File: src/rtl/burst_seq_pkg.sv
package burst_seq_pkg;

    localparam int CFG_W        = 16;
    localparam int LAT_W        = 4;
    localparam int MAX_GRP_LOG2 = 4;

    typedef enum logic [1:0] {
        ST_IDLE,
        ST_LATENCY,
        ST_DATA,
        ST_STALL
    } seq_state_t;

    typedef struct packed {
        logic             sync;      // synchronous burst mode selected
        logic             cont;      // continuous burst
        logic             linear;    // linear ordering (forced for continuous)
        logic             early;     // wait indication one cycle ahead
        logic [2:0]       grp_log2;  // log2 of group length
        logic [LAT_W-1:0] lat;       // effective first-access latency (>= 1)
    } burst_cfg_t;

    function automatic logic is_gap(seq_state_t s);
        return (s == ST_LATENCY) || (s == ST_STALL);
    endfunction

endpackage

File: src/rtl/burst_cfg_decode.sv
module burst_cfg_decode
    import burst_seq_pkg::*;
(
    input  logic [CFG_W-1:0] cfg_word,
    output burst_cfg_t       dec
);
    logic [LAT_W-1:0] lat_raw;

    always_comb begin
        lat_raw      = cfg_word[14:11];
        dec.sync     = ~cfg_word[15];
        dec.early    = cfg_word[8];
        dec.lat      = (lat_raw == '0) ? LAT_W'(1) : lat_raw;
        unique case (cfg_word[2:0])
            3'b001:  begin dec.grp_log2 = 3'd2; dec.cont = 1'b0; end
            3'b010:  begin dec.grp_log2 = 3'd3; dec.cont = 1'b0; end
            3'b011:  begin dec.grp_log2 = 3'd4; dec.cont = 1'b0; end
            default: begin dec.grp_log2 = 3'(MAX_GRP_LOG2); dec.cont = 1'b1; end
        endcase
        dec.linear = dec.cont | cfg_word[3];
    end

endmodule

File: src/rtl/burst_addr_step.sv
module burst_addr_step #(
    parameter int AW        = 16,
    parameter int LINE_LOG2 = 4
) (
    input  logic [AW-1:0] cur_addr,
    input  logic          linear,
    input  logic [2:0]    grp_log2,
    output logic [AW-1:0] nxt_addr,
    output logic          line_end
);
    logic [AW-1:0] grp_mask;
    logic [AW-1:0] plus_one;

    always_comb begin
        grp_mask = (AW'(1) << grp_log2) - AW'(1);
        plus_one = cur_addr + AW'(1);
        nxt_addr = linear ? plus_one
                          : ((cur_addr & ~grp_mask) | (plus_one & grp_mask));
        line_end = &cur_addr[LINE_LOG2-1:0];
    end

endmodule

File: src/rtl/burst_addr_seq.sv
module burst_addr_seq
    import burst_seq_pkg::*;
#(
    parameter int AW        = 16,
    parameter int LINE_LOG2 = 4,
    parameter int EOWL_FREE = 2
) (
    input  logic             clk,
    input  logic             rst_n,
    input  logic             chip_en,
    input  logic             addr_vld_n,
    input  logic [AW-1:0]    start_addr,
    input  logic [CFG_W-1:0] cfg_word,
    output logic [AW-1:0]    word_addr,
    output logic             data_valid,
    output logic             wait_o
);
    localparam int LEFT_W = MAX_GRP_LOG2 + 1;

    seq_state_t       state_q, state_d;
    burst_cfg_t       cfg_q, cfg_d, dec_in;
    logic [AW-1:0]    addr_q, addr_d, nxt_addr;
    logic [LAT_W-1:0] cnt_q, cnt_d, stall_len;
    logic [LEFT_W-1:0] left_q, left_d;
    logic             line_end, strobe_fire, last_word, crossing, early_sel;

    burst_cfg_decode i_decode (
        .cfg_word (cfg_word),
        .dec      (dec_in)
    );

    burst_addr_step #(.AW(AW), .LINE_LOG2(LINE_LOG2)) i_step (
        .cur_addr (addr_q),
        .linear   (cfg_q.linear),
        .grp_log2 (cfg_q.grp_log2),
        .nxt_addr (nxt_addr),
        .line_end (line_end)
    );

    assign strobe_fire = chip_en & ~addr_vld_n & dec_in.sync;
    assign stall_len   = (cfg_q.lat > LAT_W'(EOWL_FREE)) ? cfg_q.lat - LAT_W'(EOWL_FREE) : '0;
    assign last_word   = ~cfg_q.cont && (left_q == '0);
    assign crossing    = cfg_q.linear && line_end && ~last_word;

    // next-state logic
    always_comb begin
        state_d = state_q;
        cfg_d   = cfg_q;
        addr_d  = addr_q;
        cnt_d   = cnt_q;
        left_d  = left_q;
        if (!chip_en) begin
            state_d = ST_IDLE;
        end else if (strobe_fire) begin
            state_d = ST_LATENCY;
            cfg_d   = dec_in;
            addr_d  = start_addr;
            cnt_d   = dec_in.lat - LAT_W'(1);
            left_d  = (LEFT_W'(1) << dec_in.grp_log2) - LEFT_W'(1);
        end else begin
            unique case (state_q)
                ST_IDLE: ;
                ST_LATENCY: begin
                    if (cnt_q == '0) state_d = ST_DATA;
                    else             cnt_d   = cnt_q - LAT_W'(1);
                end
                ST_DATA: begin
                    if (last_word) begin
                        state_d = ST_IDLE;
                    end else begin
                        addr_d = nxt_addr;
                        if (!cfg_q.cont) left_d = left_q - LEFT_W'(1);
                        if (crossing && stall_len != '0) begin
                            state_d = ST_STALL;
                            cnt_d   = stall_len - LAT_W'(1);
                        end
                    end
                end
                ST_STALL: begin
                    if (cnt_q == '0) state_d = ST_DATA;
                    else             cnt_d   = cnt_q - LAT_W'(1);
                end
            endcase
        end
    end

    // state register
    always_ff @(posedge clk or negedge rst_n) begin
        if (!rst_n) begin
            state_q <= ST_IDLE;
            cfg_q   <= '0;
            addr_q  <= '0;
            cnt_q   <= '0;
            left_q  <= '0;
        end else begin
            state_q <= state_d;
            cfg_q   <= cfg_d;
            addr_q  <= addr_d;
            cnt_q   <= cnt_d;
            left_q  <= left_d;
        end
    end

    // outputs
    always_comb begin
        early_sel  = strobe_fire ? dec_in.early : cfg_q.early;
        data_valid = (state_q == ST_DATA);
        word_addr  = addr_q;
        wait_o     = early_sel ? is_gap(state_d) : is_gap(state_q);
    end

    AST_CE_ENDS_BURST: assert property (@(posedge clk) disable iff (!rst_n)
        !chip_en |=> !data_valid);

    AST_ASYNC_IGNORED: assert property (@(posedge clk) disable iff (!rst_n)
        (chip_en && !addr_vld_n && cfg_word[15] && state_q == ST_IDLE) |=> !data_valid);

    AST_LINEAR_STEP: assert property (@(posedge clk) disable iff (!rst_n)
        (data_valid && cfg_q.linear) |=> (!data_valid || word_addr == $past(word_addr) + AW'(1)));

    AST_WRAP_IN_LINE: assert property (@(posedge clk) disable iff (!rst_n)
        (data_valid && !cfg_q.linear) |=>
            (!data_valid || word_addr[AW-1:LINE_LOG2] == $past(word_addr[AW-1:LINE_LOG2])));

    AST_STALL_AT_LINE: assert property (@(posedge clk) disable iff (!rst_n)
        (state_q == ST_STALL) |-> (word_addr[LINE_LOG2-1:0] == '0));

endmodule

File: config.mk
export PLATFORM = sky130hd
export DESIGN_NAME = burst_addr_seq
export DESIGN_NICKNAME = d
export VERILOG_FILES = /design/src/rtl/burst_seq_pkg.sv /design/src/rtl/burst_cfg_decode.sv /design/src/rtl/burst_addr_step.sv /design/src/rtl/burst_addr_seq.sv
export SDC_FILE = /design/constraint.sdc
export NUM_CORES = 1
export LEC_CHECK = 0
export ABC_CLOCK_PERIOD_IN_PS = 2900
export BUFFER_PORTS_ARGS = -buffer_cell sky130_fd_sc_hd__buf_2
export CORE_MARGIN = 3
export CORE_UTILIZATION = 50
export DETAILED_ROUTE_END_ITERATION = 6
export PLACE_DENSITY = 0.86
export REMOVE_ABC_BUFFERS = 1
export SLEW_MARGIN = 20
export SYNTH_ARGS = -nofsm -noshare
export SYNTH_HDL_FRONTEND = slang
export SYNTH_HIERARCHICAL = 1
export SYNTH_SLANG_ARGS = --single-unit
File: constraint.sdc
create_clock -name clk -period 2.9 [get_ports clk]
set_input_delay 0.145 -clock clk [delete_from_list [all_inputs] [get_ports clk]]
set_output_delay 0.145 -clock clk [all_outputs]
set_load 0.005 [all_outputs]
# After elaboration in Yosys (flattened, before gate mapping)
# Index checks and enable logic that the tools add are counted.
# totals
output_inout_bits	18
latch_bits	0
in_bits	36
ramBits	0
mem_count	0
mem_bits_ro	0
register_bits	37
wordCells	88
# classes
n_div	0
bitwise_logic	11
n_reduce_logical	19
multipliers	0
eq_ne	13
n_lt_le_gt_ge	1
shifts	2
muxes	25
addsub	8
# ops
cell	n
$mux W16	4
$and A16 B16 Y16	2
$mux W4	6
$mux W5	4
$add A16 B1 Y16 const B	1
$not A16 Y16	1
$or A16 B16 Y16	1
$shl A1 B3 Y16 const A	1
$sub A16 B2 Y16 const B	1
$sub A4 B1 Y4 const B	3
$mux W2	5
$logic_not A4 Y1	2
$pmux W4 S2	1
$reduce_and A4 Y1	2
$eq A2 B2 Y1 const B	3
$eq A3 B2 Y1 const B	2
$ne A3 B3 Y1 const B	2
$pmux W3 S2	1
$logic_not A5 Y1	1
$reduce_and A5 Y1	1
$shl A1 B3 Y5 const A	1
$sub A5 B1 Y5 const B	1
$sub A5 B2 Y5 const B	1
$eq A2 B1 Y1 const B	2
other kinds (20)	30

# Longest topological paths before layout
# Gate-level depths: netlist of the first run.
# depth
ltp_word	13
mapped_depth	10
depth_no_buf	9

# By module
# Netlist of the first run, hierarchy kept.
# by_module_without_submodules
module	cells_each	instances	area_per_inst_um2	seq_area_each_um2
burst_addr_seq	206	1	1918.1	925.9
burst_addr_step	65	1	475.5	0.0
burst_cfg_decode	13	1	78.8	0.0

# Least setup slack after synthesis of the first run
# No wires, ideal clock.
# synth_path
kind	register to register
from	reg cfg_q[6] in the netlist's numbering
to	reg addr_q[10], in the netlist word_addr[10]
synth_period_minus_slack_ns	2.103
arrival_ns	1.970
setup_slack_ns	0.797
t_required_ns	2.767
setup_time_ns	0.133
path_buffers	1
path_stages_with_launch	10
cell_sequence	dfrtp_1 buf_2 or3_1 ha_1 or3b_4 a211oi_4 nand3_2 xnor2_1 mux2i_1 o21ai_0
# synth_via
elab_chain_len	9
word_cells_on_any_way	10
cone_classes	add/sub (1); shift (1); mux (4); bitwise (4)
# synth_lines
element	line	text
start: declaration	burst_addr_seq.sv:21	burst_cfg_t cfg_q, cfg_d, dec_in;
start signal: assignment	burst_addr_seq.sv:97	cfg_q <= cfg_d;
$shl A1 B3 Y16 (*)	burst_addr_step.sv:15	grp_mask = (AW'(1) << grp_log2) - AW'(1);
$sub A16 B2 Y16 (*)	burst_addr_step.sv:15	
$not A16 Y16	burst_addr_step.sv:18	: ((cur_addr & ~grp_mask) | (plus_one & grp_mask));
$and A16 B16 Y16	burst_addr_step.sv:18	
$or A16 B16 Y16 (*)	burst_addr_step.sv:18	
$mux W16 (*)	burst_addr_step.sv:17	nxt_addr = linear ? plus_one
via nxt_addr[10]	burst_addr_seq.sv:22	logic [AW-1:0] addr_q, addr_d, nxt_addr;
$mux W16 (*)	burst_addr_seq.sv:68	if (last_word) begin
$mux W16 (*)	burst_addr_seq.sv:61	unique case (state_q)
$mux W16 (*)	burst_addr_seq.sv:54	end else if (strobe_fire) begin
end signal: assignment	burst_addr_seq.sv:98	addr_q <= addr_d;
end: declaration	burst_addr_seq.sv:22	
# The timed path passes the listed nets; every way through them passes the cells marked *. The select of a mux whose other input is x is not followed.
# A chain may end at the register's enable or synchronous reset.

# Final worst setup path of the first run
# layout_path
from	reg cfg_q[6] in the netlist's numbering
to	reg addr_q[14], in the netlist word_addr[14]
# Same word-level chain as after synthesis.

==> results of run 1 <==
## power breakdown
group / switching [uW] / leakage, uW / internal (uW)
clock network: 181 / 0.0000443 / 189
registers: 220 / 0.000464 / 671
logic: 322 / 0.000779 / 347
total: 723 / 0.00129 / 1210
## worst min-delay path, stage by stage
cell	delay [ps]
buf_2	70
nand2_1	40
nand2_1	80
## cells by family (layout without fill, tap and decap cells)
kind of cell	Yosys count	count (layout)	synth area share, %
buffers and inverters	30	70	5.42
DFF	37	37	37.4
xor gates and xnor gates	23	23	8.15
and+or+nand+nor	107	107	21.3
muxes	19	19	8.10
AOI/OAI and AO/OA	61	61	16.1
adders and majority gates	7	7	3.54
## flip-flops by register name, indices dropped and copies added (netlist names)
register	cells
cnt_q	4
word_addr	16
left_q	5
state_q	2
cfg_q	10
## layout make-up
cell class	instances	area, sq um	area share, %
Timing Repair Buffer	51	268	9.50
Tap cell	65	81.3	2.89
Multi-Input combinational cell	217	1410	50.1
Sequential cell	37	926	32.8
Clock buffer	7	86.3	3.06
Inverter	12	45.0	1.60
## cell usage after synthesis (2+ instances only)
cell and number:
mux2_4 2, o311ai_0 3, nor2_1 9, xor2_1 11, clkbuf_1 7, nor3_1 3
nor4_1 3, nor3b_1 3, a21oi_1 8, mux2i_1 17, xnor2_1 12, nand2b_1 4
nand4_1 2, and4_1 2, buf_2 8, dfrtp_1 37, a31oi_1 2, o2111ai_1 2
inv_1 11, ha_1 7, and3_1 2, nand3b_1 3, o21ai_1 4, o21ai_0 28
a211oi_1 3, nand2_1 56, nand3_1 9
## path summary, 6_finish.rpt
| kind | from | to | cells past startpoint |
|---|---|---|---|
| setup / recovery | cfg_q[6]$_DFFE_PN0P_ | word_addr[14]$_DFFE_PN0P_ | 8 |
| hold / removal | cfg_word[8] | cfg_q[7]$_DFFE_PN0P_ | 3 |
| setup reg to reg | cfg_q[6]$_DFFE_PN0P_ | word_addr[14]$_DFFE_PN0P_ | 8 |
| hold reg to reg | cfg_q[7]$_DFFE_PN0P_ | cfg_q[7]$_DFFE_PN0P_ | 2 |
| max in group asynchronous | rst_n | word_addr[7]$_DFFE_PN0P_ | 2 |
| min in group asynchronous | rst_n | cfg_q[9]$_DFFE_PN0P_ | 2 |
## timing repair
action                                  4_1_cts  5_1_grt
gates resized for setup                       0        0
endpoints found under the setup margin        0        0
hold buffers                                  1        0
endpoints found under the hold margin        37        0
## metrics by stage
stage          setup WS, ps  instances  total power (uW)  hold WS [ps]
2_1_floorplan           758        266              1320          -151
3_3_place_gp            640        381              1530           290
3_5_place_dp            558        381              1560           296
4_1_cts                 536        389              1940          80.8
5_1_grt                 357        389              2090          95.9
6_report                520        389              1930          83.8
## layer usage
layer | vias to the layer above | share of wire, %
met4 | 0 | 2.0
met5 | - | 0
met2 | 51 | 47
met3 | 12 | 5.2
li1 | 1059 | -
met1 | 1013 | 46
==> results by group, run 1 <==
Synth
  • Mapped cell area: 2470 sq um
  • Area leader, netlist: dfrtp_1
  • Post-synth EDFFs: 0
  • Synth Flop Type: dfrtp_1
  • Post-synth cell types: 53
  • Seq/Total Area, Yosys: 37.4%
  • Share of the synthesized area in the top cell type: 37.4%
  • Synth area leaders: dfrtp_1 (37%), nand2_1 (8.5%), mux2i_1 (6.9%), o21ai_0 (5.7%), xnor2_1 (4.3%)
  • FF+latch count, synth: 37
  • Ys async rst share: 100%
  • Synthesized area per cell: 8.71 sq um
  • Yosys warns: 6
  • Syn Inst Count: 284

Pwr
  • Leakage power: 0.00129 uW
  • PD cells: 685 nW/um^2
  • Peak supply drop: 0.000429 V

Floorplanning
  • Ports: 54
  • Core area: 4560 sq um
  • Die area: 5820 sq um
  • Starting density of the core: 54.2%
  • Die Ht: 76.3 um
  • Core Rows: 24
  • Die W: 76.3 um

Critical path
  • Worst Setup End Kind: flop
  • CP bufs+invs: 0
  • Crit Path Max Fanout: 11
  • R2R Setup Slk: 520 ps
  • Critical path's top delay family: simple AND/OR/NAND/NOR gates
  • CP Cell Sequence: or3_1 > ha_1 > or3b_4 > a211oi_4 > nand2_1 > xnor2_1 > mux2i_1 > o21ai_0
  • Slowest cell on the critical path: dfrtp_1
  • CP arrival: 2590 ps
  • WS Path Type: reg -> reg
  • Worst path max stage delay: 520 ps
  • Type of origin of the critical path: flop
  • CP Data Required Time: 3110 ps

Clock tree
  • Total setup buffers inserted after CTS: 0
  • Root buf cell: clkbuf_8
  • H-tree depth: 2
  • CTS tree: done
  • Clock latency on the worst-skew pair: 290 ps
  • Clk buf depth: 2
  • CTS Sinks: 37
  • Num CTS Buffers: 5
  • Clock-pin slew on the worst setup and hold paths: 70 ps

GRT
  • Largest net degree at the start of global routing: 38
  • Total congestion overflow: 0
  • Vias in the first global route: 2,109
  • First-pass GRT wire length: 9450 um
  • GR Util met1: 25.5%
  • Initial antenna violation count: 0
  • GRT Max-Usage Layer: met2
  • Met3 usage: 4.85%
  • Overall Global Routing Usage: 19.5%
  • Met2 Track Usage GR: 31.5%

Drt
  • Final wirelength: 5350 um
  • WL per Instance: 13.8 um
  • 1st-iter DRT viols: 85
  • Residual DRC: 0
  • Total number of vias: 2,135
  • Post-DRT Antenna Nets: 0
  • DR vias/cell: 5.49
  • Drt first pass iters: 4

Timing
  • Final setup fails: 0
  • Fin Setup TNS: 0 ps
  • RSZ-0062 raised after global routing: false
  • Clk_skew: 6.31 ps
  • Slew Viols, Final: 0
  • Worst-margin pin slew: 836 ps
  • Peak Freq: 420 MHz
  • Fin. Hold Viols: 0
  • Crit path time final: 2380 ps
  • Crit share post-route: 82.1%
  • Slew headroom: 44.2%

Layout
  • Commonest non-fill, non-tap cell in the layout: nand2_1
  • # nets final: 367
  • Area delta synth->final: 14.0%
  • Post-route cell area: 2820 sq um
  • Layout Utilization: 61.8%
  • # fillers: 412
  • Commonest non-fill, non-tap cells in the layout: nand2_1 (56), buf_2 (47), dfrtp_1 (37), o21ai_0 (28), mux2i_1 (17)
  • Antenna cells: 0
  • Share of cells above drive strength 1: 21.6%

Placement
  • Gpl congestion: 0.847
  • PortBufs: 47
  • Post-place instance area: 2720 sq um
  • Post-DP HPWL: 3810 um

Run status
  • Outcome: complete, no violations

Worst hold path
  • Path type of the worst min-delay path: in -> reg

Job
  • Max-cap violations: 0
(Power assumes the default switching activity.)
==> run 2, diff against run 1 <==
ABC_CLOCK_PERIOD_IN_PS = 1950   (was 2900)
CORE_UTILIZATION = 49   (was 50)
PLACE_DENSITY = 0.88   (was 0.86)
clock period = 1.95 ns   (was 2.9 ns; I/O delays follow)
==> run 2 against run 1 <==
  * The run now ends with setup timing left
  * Fmax is 14% higher
  * Final cell count is 6.7% higher
  * Non-clock buffer count is 23 higher
  * Core utilization is 3.8 points higher
  * First-iteration DRC count is 42% higher
  * Critical path depth stayed put
  * Combinational power is 91% higher
  * Largest cell class unchanged
  * Largest power group unchanged
  * Highest routed layer unchanged
==> results by group, run 2 (synthesized netlist as in run 1, its figures left out) <==
Run status
  • Outcome: complete, but fails checks
  • Failing checks: setup timing

Layout
  • # nets final: 390 (+6.3%)
  • Antenna cells: 0 (unchanged)
  • # fillers: 348 (-16%)
  • Max reg flops: 16 (unchanged)
  • Area delta synth->final: 27.0%
  • Commonest non-fill, non-tap cell in the layout: nand2_1
  • Commonest non-fill, non-tap cells in the layout: nand2_1 (56), buf_2 (47), dfrtp_1 (35), buf_4 (25), o21ai_0 (24)
  • Post-route cell area: 3140 sq um (+11%)
  • Share of cells above drive strength 1: 32.2% (+11 points)

Timing
  • RSZ-0062 raised after global routing: true
  • Final setup fails: 6 (+6)
  • Peak Freq: 481 MHz (+14%)
  • Slew Viols, Final: 0 (unchanged)
  • Fin. Hold Viols: 0 (unchanged)
  • Crit share post-route: 107% (+25 points)
  • Crit path time final: 2080 ps (-299 ps)
  • Fin Setup TNS: -579 ps (-579 ps)
  • Clk_skew: 11.0 ps (+4.68 ps)
  • Slew headroom: 42.5% (-1.8 points)
  • Worst-margin pin slew: 863 ps (+26.7 ps)
  • Post-route worst setup slack: -131 ps (-651 ps)

Placement
  • PortBufs: 47 (unchanged)
  • Gpl congestion: 0.847 (unchanged)
  • Post-DP HPWL: 4190 um (+10%)
  • Post-place instance area: 2850 sq um (+4.5%)

Drt
  • WL per Instance: 15.3 um (+11%)
  • Residual DRC: 0 (unchanged)
  • Post-DRT Antenna Nets: 0 (unchanged)
  • 1st-iter DRT viols: 121 (+42%)
  • DR vias/cell: 5.51 (+0.32%)
  • Drt first pass iters: 4 (unchanged)
  • Total number of vias: 2,285 (+7.0%)
  • Final wirelength: 6360 um (+19%)

Critical path
  • Worst Setup End Kind: flop
  • Crit Path Max Fanout: 4 (-7)
  • CP Cell Sequence: or3_4 > ha_4 > xnor2_1 > nand3_1 > a311oi_2 > xor2_1 > mux2i_1 > o21ai_1
  • CP endpoint: word_addr[6]$_DFFE_PN0P_
  • Reg2Reg Depth: 8 (unchanged)
  • WS Path Type: reg -> reg
  • R2R Path Start: cfg_q[4]$_DFFE_PN0P_
  • Slowest cell on the critical path: dfrtp_1
  • Critical Path Source: cfg_q[4]$_DFFE_PN0P_
  • CP Data Required Time: 2180 ps (-930 ps)
  • CP arrival: 2310 ps (-280 ps)
  • Reg-to-Reg End: word_addr[6]$_DFFE_PN0P_
  • Worst path max stage delay: 420 ps (-100 ps)
  • R2R Setup Slk: -130 ps (-650 ps)
  • Type of origin of the critical path: flop

Floorplanning
  • Core Rows: 25 (+4.2%)
  • Die Ht: 77.0 um (+0.93%)
  • Core area: 4790 sq um (+4.9%)
  • Starting density of the core: 51.7% (-2.5 points)
  • Die W: 77.0 um (+0.93%)
  • Ports: 54 (unchanged)
  • Die area: 5930 sq um (+1.9%)

Pwr
  • Peak supply drop: 0.000816 V (+90%)
  • PD cells: 1080 nW/um^2 (+57%)
  • Leakage power: 0.00144 uW (+12%)

GRT
  • Largest net degree at the start of global routing: 38 (unchanged)
  • First-pass GRT wire length: 11,000 um (+17%)
  • Vias in the first global route: 2,465 (+17%)
  • Overall Global Routing Usage: 22.7% (+3.1 points)
  • Total congestion overflow: 0 (unchanged)
  • Initial antenna violation count: 0 (unchanged)

Clock tree
  • Clock-pin slew on the worst setup and hold paths: 90 ps (+20 ps)
  • CTS tree: done
  • Clk buf depth: 2 (unchanged)
  • Clock latency on the worst-skew pair: 300 ps (about the same)
  • H-tree depth: 2 (unchanged)
  • Root buf cell: clkbuf_8
  • CTS Sinks: 37 (unchanged)
  • Num CTS Buffers: 5 (unchanged)

Worst hold path
  • Path type of the worst min-delay path: in -> reg

Job
  • Max-cap violations: 0 (unchanged)
run 2: cell types whose count changed in the layout (fill, tap and decap cells not counted), sizes merged:
| cell | delta |
|---|---|
| buf | +23 |
| bufinv | +2 |
| clkbuf | -2 |
| clkinv | +1 |
run 2: final cells by class:
| class | instances | area (sq um) | share of cell area [%] |
|---|---|---|---|
| clock buffer | 5 | 68.8 | 2.19 |
| inverter | 12 | 45.0 | 1.43 |
| tap | 67 | 83.8 | 2.67 |
| sequential | 37 | 928 | 29.6 |
| timing repair buffer | 74 | 444 | 14.1 |
| clock inverter | 3 | 65.1 | 2.07 |
| multi-input combinational | 217 | 1500 | 47.9 |
run 2: stage by stage:
| step | power [uW] | util, % | instances | setup WS (ps) | hold WS, ps |
|---|---|---|---|---|---|
| finish | 3380 | 65.6 | 415 | -131 | 41.1 |
| global route | 3630 | 65.6 | 415 | -226 | 46.4 |
| CTS | 3290 | 63.8 | 411 | -23.5 | 41.4 |
| detailed placement | 2430 | 59.5 | 399 | -202 | 245 |
| global placement | 2350 | 59.5 | 399 | -108 | 239 |
| floorplan | 1960 | - | 266 | -192 | -198 |
run 2: worst min-delay path by stage:
stage | end | startpoint | cells past startpoint | slack (ps)
floorplan | cfg_q[0]$_DFFE_PN0P_ | rst_n | 0 | -200
global placement | word_addr[9]$_DFFE_PN0P_ | rst_n | 1 | 240
detailed placement | word_addr[9]$_DFFE_PN0P_ | rst_n | 1 | 240
CTS | cfg_q[3]$_DFFE_PN0P_ | cfg_word[14] | 3 | 40
global route | cfg_q[3]$_DFFE_PN0P_ | cfg_word[14] | 3 | 50
finish | cfg_q[3]$_DFFE_PN0P_ | cfg_word[14] | 3 | 40
run 2: critical path, delay by kind of cell, from the launching register on:
family	cells	cell delay (ps)
simple gates	2	520
mux	1	100
flops	1	420
fa+ha+maj	1	190
compound gates	2	420
xor+xnor	2	370
run 2: power breakdown:
part	switching [uW]	internal, uW	leakage (uW)
registers	289	999	0.000461
logic	620	663	0.000907
clock network	296	508	0.0000681
total	1200	2170	0.00144
run 2: layer usage:
metal	wire length, um	share of wire (%)	global-route usage [%]	vias up
met2	3200	50	40.1	80
met1	2640	42	26.5	1081
met4	160	2.5	9.79	0
met3	363	5.7	4.69	18
met5	0	0	0	-
li1	-	-	-	1106
run 2: what timing repair did:
item                                   4_1_cts  5_1_grt
hold buffers                                 1        0
setup endpoints to repair                    7       11
buffers inserted                             3        4
endpoints found under the hold margin       37        0
gates resized for setup                     14       14
pin swaps                                   13        8
